==> src/rtl/prog_delay_line.sv <==
`timescale 1ns/1ps
module prog_delay_line #(
  parameter int W     = 8,
  parameter int DEPTH = 256,
  localparam int AW   = $clog2(DEPTH),
  localparam int LW   = $clog2(DEPTH + 1)
) (
  input  logic          clk,
  input  logic          rst_n,
  input  logic          en_n,
  input  logic          arm,
  input  logic          cfg_we,
  input  logic [LW-1:0] cfg_wdata,
  input  logic [W-1:0]  din,
  output logic [W-1:0]  dout,
  output logic          dout_vld
);
  localparam int MIN_LAT = 2;

  typedef enum logic [1:0] {S_IDLE, S_ARMED, S_COUNT, S_RUN} st_t;

  st_t           st;
  logic [W-1:0]  mem [DEPTH];
  logic [W-1:0]  rd_q;
  logic [AW-1:0] wp, rp;
  logic [LW-1:0] lat_pend, lat_act, cnt;
  logic          pend_new, arm_q;
  logic          go, commit;

  function automatic logic [LW-1:0] clamp_lat(input logic [LW-1:0] v);
    if (v < LW'(MIN_LAT)) return LW'(MIN_LAT);
    if (v > LW'(DEPTH))   return LW'(DEPTH);
    return v;
  endfunction

  assign go     = ~en_n;
  assign commit = arm & ~arm_q & pend_new;
  assign rp     = AW'({1'b0, wp} - (lat_act - 1'b1));

  always_ff @(posedge clk) begin
    if (go) begin
      mem[wp] <= din;
      rd_q    <= mem[rp];
    end
  end

  always_ff @(posedge clk) begin
    if (!rst_n) begin
      st       <= S_IDLE;
      wp       <= '0;
      lat_pend <= '0;
      lat_act  <= LW'(MIN_LAT);
      cnt      <= '0;
      pend_new <= 1'b0;
      arm_q    <= 1'b0;
      dout     <= '0;
      dout_vld <= 1'b0;
    end else begin
      arm_q <= arm;
      if (go) wp <= wp + 1'b1;
      if (commit) begin
        lat_act  <= clamp_lat(lat_pend);
        pend_new <= 1'b0;
        st       <= S_ARMED;
        dout     <= '0;
        dout_vld <= 1'b0;
      end else if (go) begin
        case (st)
          S_ARMED: begin
            st  <= S_COUNT;
            cnt <= lat_act - 1'b1;
          end
          S_COUNT: begin
            if (cnt == '0) begin
              st       <= S_RUN;
              dout     <= rd_q;
              dout_vld <= 1'b1;
            end else begin
              cnt <= cnt - 1'b1;
            end
          end
          S_RUN:   dout <= rd_q;
          default: ;
        endcase
      end
      if (cfg_we) begin
        lat_pend <= cfg_wdata;
        pend_new <= 1'b1;
      end
    end
  end
endmodule


==> config.mk <==
export PLATFORM = sky130hd
export DESIGN_NAME = prog_delay_line
export DESIGN_NICKNAME = d
export VERILOG_FILES = /design/src/rtl/prog_delay_line.sv
export SDC_FILE = /design/constraint.sdc
export NUM_CORES = 2
export LEC_CHECK = 0
export BUFFER_PORTS_ARGS = -buffer_cell sky130_fd_sc_hd__buf_2
export CORE_UTILIZATION = 46
export DETAILED_ROUTE_END_ITERATION = 8
export PLACE_DENSITY_LB_ADDON = 0.25
export SLEW_MARGIN = 30
export SYNTH_ARGS = -nofsm -noshare
export SYNTH_HDL_FRONTEND = slang
export SYNTH_SLANG_ARGS = --single-unit
==> constraint.sdc <==
create_clock -name clk -period 5.3 [get_ports clk]
set_input_delay 0.53 -clock clk [delete_from_list [all_inputs] [get_ports clk]]
set_output_delay 0.53 -clock clk [all_outputs]
set_load 0.005 [all_outputs]
==> impl_metrics.py <==
metrics = {
    "outcome": {
        "status": "complete, no violations",
    },
    "job": {
        "maxCapViolCount": 0,
    },
    "detailed_routing": {
        "drt_wl_total_mm": 196,
        "dr.pass1.iters": 8,
        "drt_iter0_markers": 4627,
        "ant_nets": 0,
        "via_count": 40700,
        "drc": 0,
        "wl_per_cell_um": 28.4,
        "vias_per_cell": 5.89,
    },
    "synthesis": {
        "ys_ff_latch": 2104,
        "synth_fp_nets": 4308,
        "netlist_area_um2": 82700,
        "netlist_instances": 4271,
        "synth-async-reset-ratio_pct": 0,
        "yosys_warnings": 0,
        "syn_area_per_cell_um2": 19.4,
        "synthDistinctLibCells": 57,
        "yosysSeqAreaShare_pct": 75.8,
        "synth_edf_count": 2056,
        "synth_ff_type": "edfxtp_1",
    },
    "critical_path": {
        "cp-start-kind": "flip-flop",
        "crit_path_max_fanout": 54,
        "cp.arrival_ns": 5.59,
        "critPathCaptureType": "flip-flop",
        "slowest_stage": "fa_4",
        "critical_path.max_stage_delay_ns": 1.01,
        "crit_type": "reg2reg",
        "worstRegToRegCells": 12,
        "worstPathRequired_ns": 5.85,
        "worstPathCellList": "inv_1, ha_1, fa_4, buf_4, buf_4, mux4_2, nand2_1, nand3_1, nand3_1, o21ai_0, o21ai_0, o221ai_1",
    },
    "timing": {
        "finalSetupViolCount": 0,
        "slew_viol_final": 0,
        "fin_crit_ns": 5.04,
        "post-route-period-util_pct": 95.0,
        "slew_headroom_pct": 30.3,
        "clock_skew_ns": 0.0179,
        "worstMarginPinSlew_ns": 1.05,
        "setup-tns-final_ns": 0,
        "max_freq_ghz": 0.199,
        "grt_setup_unrepaired": "no",
        "final-hold-violation-count": 0,
    },
    "clocking": {
        "cts_sinks": 2104,
        "htreeDepth": 4,
        "numCtsBuffers": 205,
        "tritoncts": "yes",
        "cts_root_buf": "clkbuf_16",
        "clockBufferDepth": 3,
        "path_clk_slew_ns": 0.06,
        "clock_latency_ns": 0.84,
    },
    "power": {
        "p_leak_nw": 29.5,
        "power_per_cell_area_nw_per_um2": 411,
        "irDropWorstVdd_mv": 0.352,
    },
    "min_path": {
        "min_path_cells": 1,
        "min-delay-path-class": "in2reg",
    },
    "floorplanning": {
        "start_util_pct": 46.3,
        "row_count": 155,
        "dieWidth_um": 426,
        "die_h_um": 426,
        "pin_count": 31,
        "core_area_um2": 179000,
        "die_area_um2": 182000,
    },
    "finish": {
        "fin_nets": 4415,
        "drive_above_1_share_pct": 21.3,
        "stdcell_area_um2": 92800,
        "num-fill-cells": 13900,
        "syn_to_final_growth_pct": 12.2,
    },
    "global_route": {
        "grt_pass1_vias": 41000,
        "grt.total_usage_pct": 21.7,
        "grt_max_degree": 217,
        "grt_pass1_wl_mm": 284,
        "grt_overflow": 0,
        "antenna_found_initial": 7,
    },
    "placed_design": {
        "routabilityCongestion": 0.809,
        "placed_area_um2": 86200,
        "dpl.hpwl_mm": 113,
        "portBuffers": 30,
    },
}
critical path, delay by kind of cell (launching register included):
| family | cells | cell delay [ns] |
|---|---|---|
| fa+ha+maj | 2 | 1.38 |
| compound gates | 3 | 0.94 |
| buf+inv | 3 | 1.17 |
| flops | 1 | 0.40 |
| simple gates | 3 | 0.40 |
| mux | 1 | 0.41 |
Yosys cell counts, drive strengths merged, types with 3 or more instances:
library cell  instances  share of area [%]
ha                   14               0.21
a311o                16               0.19
mux2i               138                1.7
dfxtp                48                1.2
nor2b                21               0.16
nand3               227                1.4
inv                  14              0.064
o211ai               16               0.15
xnor2                17               0.19
a32oi                 8              0.085
nand3b                3              0.027
and2                 13              0.098
a22o                  6              0.064
nor2                286                1.3
a21oi                13              0.079
nor4                  3              0.023
xor2                  4              0.042
clkbuf              158               0.72
o221ai                8              0.085
nor3                  6              0.036
nand2b                5              0.038
edfxtp             2056                 75
nand2               460                2.1
o21a                  4              0.036
o221a                 6              0.082
buf                 107               0.65
a311oi                8              0.085
mux4                512                 14
and3                 17               0.13
o21ai                40               0.24
or2                   4              0.030
a21boi                3              0.027
or3                   4              0.036
a21o                  3              0.027
timing repair:
item	in CTS	in global routing
setup buffers	0	0
endpoints found under the setup margin	0	0
hold endpoints to repair	10	0
gates resized for setup	0	0
hold buffers	10	0
path summary, 6_finish.rpt:
| kind | start | to | slack [ns] |
|---|---|---|---|
| worst min-delay path | din[0] | mem[116][0] | 0.05 |
| worst min register to register | st[1] | st[1] | 0.51 |
| worst max-delay path | lat_act[0] | rd_q[6] | 0.26 |
| worst max register to register | lat_act[0] | rd_q[6] | 0.26 |
state kept, by name, summed over array words and instances (netlist names):
name / flops
mem: 2048
cnt: 9
lat_act: 9
lat_pend: 9
dout: 8
rd_q: 8
wp: 8
st: 2
arm_q: 1
dout_vld: 1
pend_new: 1
metal layers:
metal,global-route usage [%],vias up,part of all wire (%)
met5,0,-,0.0061
met4,6.60,2,2.7
met3,4.74,292,8.3
met2,34.1,1569,48
met1,30.6,21400,41
li1,-,17400,-
cells by family (layout without fill, tap and decap cells):
logic type,after synthesis,after routing,share of synthesized area [%]
AOI/OAI and AO/OA,143,143,1.27
xor gates and xnor gates,21,21,0.231
muxes,650,650,15.6
buffers and inverters,279,553,1.44
adders and majority gates,17,17,0.263
DFF,2104,2104,75.8
and+or+nand+nor,1057,1057,5.41
other,0,3,0
layout by cell type, fill, tap and decap left out, types with 6 or more instances in the layout:
master         netlist  final
buf_4               13     94
mux4_2             512    512
nand2_1            460    460
and3_1              17     17
clkbuf_1           157     47
buf_8                0      8
a311oi_1             8      8
mux2i_1            138    138
a311o_1             16     16
o221ai_1             8      8
nor3_1               6      6
edfxtp_1          2056   2056
a22o_1               6      6
nor2b_1             21     21
o221a_2              6      6
clkinv_2             0     19
ha_1                14     13
o211ai_1            16     16
a32oi_1              8      8
dlygate4sd3_1        0     10
a21oi_1             13     12
buf_12               0     29
o21ai_0             40     40
clkinv_1             0     57
inv_1               14     14
xnor2_1             16     13
bufinv_16            0     13
and2_1              12     12
nor2_1             286    283
nand3_1            227    222
dfxtp_1             48     48
clkbuf_16            0    211
buf_2               70     22
where the power goes:
group          switching [W]  internal, W
sequential         0.0000693       0.0183
clock                0.00616      0.00798
combinational        0.00344      0.00218
per-stage QoR:
| stage | total power, W | util [%] | setup slack [ns] | hold WS, ns | instances |
|---|---|---|---|---|---|
| 2_1_floorplan | 0.0221 | - | 1.89 | 0.455 | 4271 |
| 3_3_place_gp | 0.0244 | 48.2 | 0.275 | 0.464 | 6514 |
| 3_5_place_dp | 0.0244 | 48.2 | 0.250 | 0.482 | 6514 |
| 4_1_cts | 0.0384 | 51.9 | 0.256 | 0.0329 | 6898 |
| 5_1_grt | 0.0393 | 52.0 | 0.0891 | 0.0178 | 6900 |
| 6_report | 0.0381 | 52.0 | 0.263 | 0.0527 | 6903 |
cell type report:
| type | count | area, um2 | share of cell area, % |
|---|---|---|---|
| Antenna cell | 3 | 7.51 | 0.00809 |
| Clock buffer | 263 | 5530 | 5.95 |
| Clock inverter | 111 | 950 | 1.02 |
| Inverter | 14 | 52.6 | 0.0566 |
| Multi-Input combinational cell | 1888 | 19000 | 20.4 |
| Sequential cell | 2104 | 62700 | 67.5 |
| Tap cell | 2355 | 2950 | 3.17 |
| Timing Repair Buffer | 165 | 1670 | 1.80 |
No activity file was read; power rests on OpenSTA's default activity.
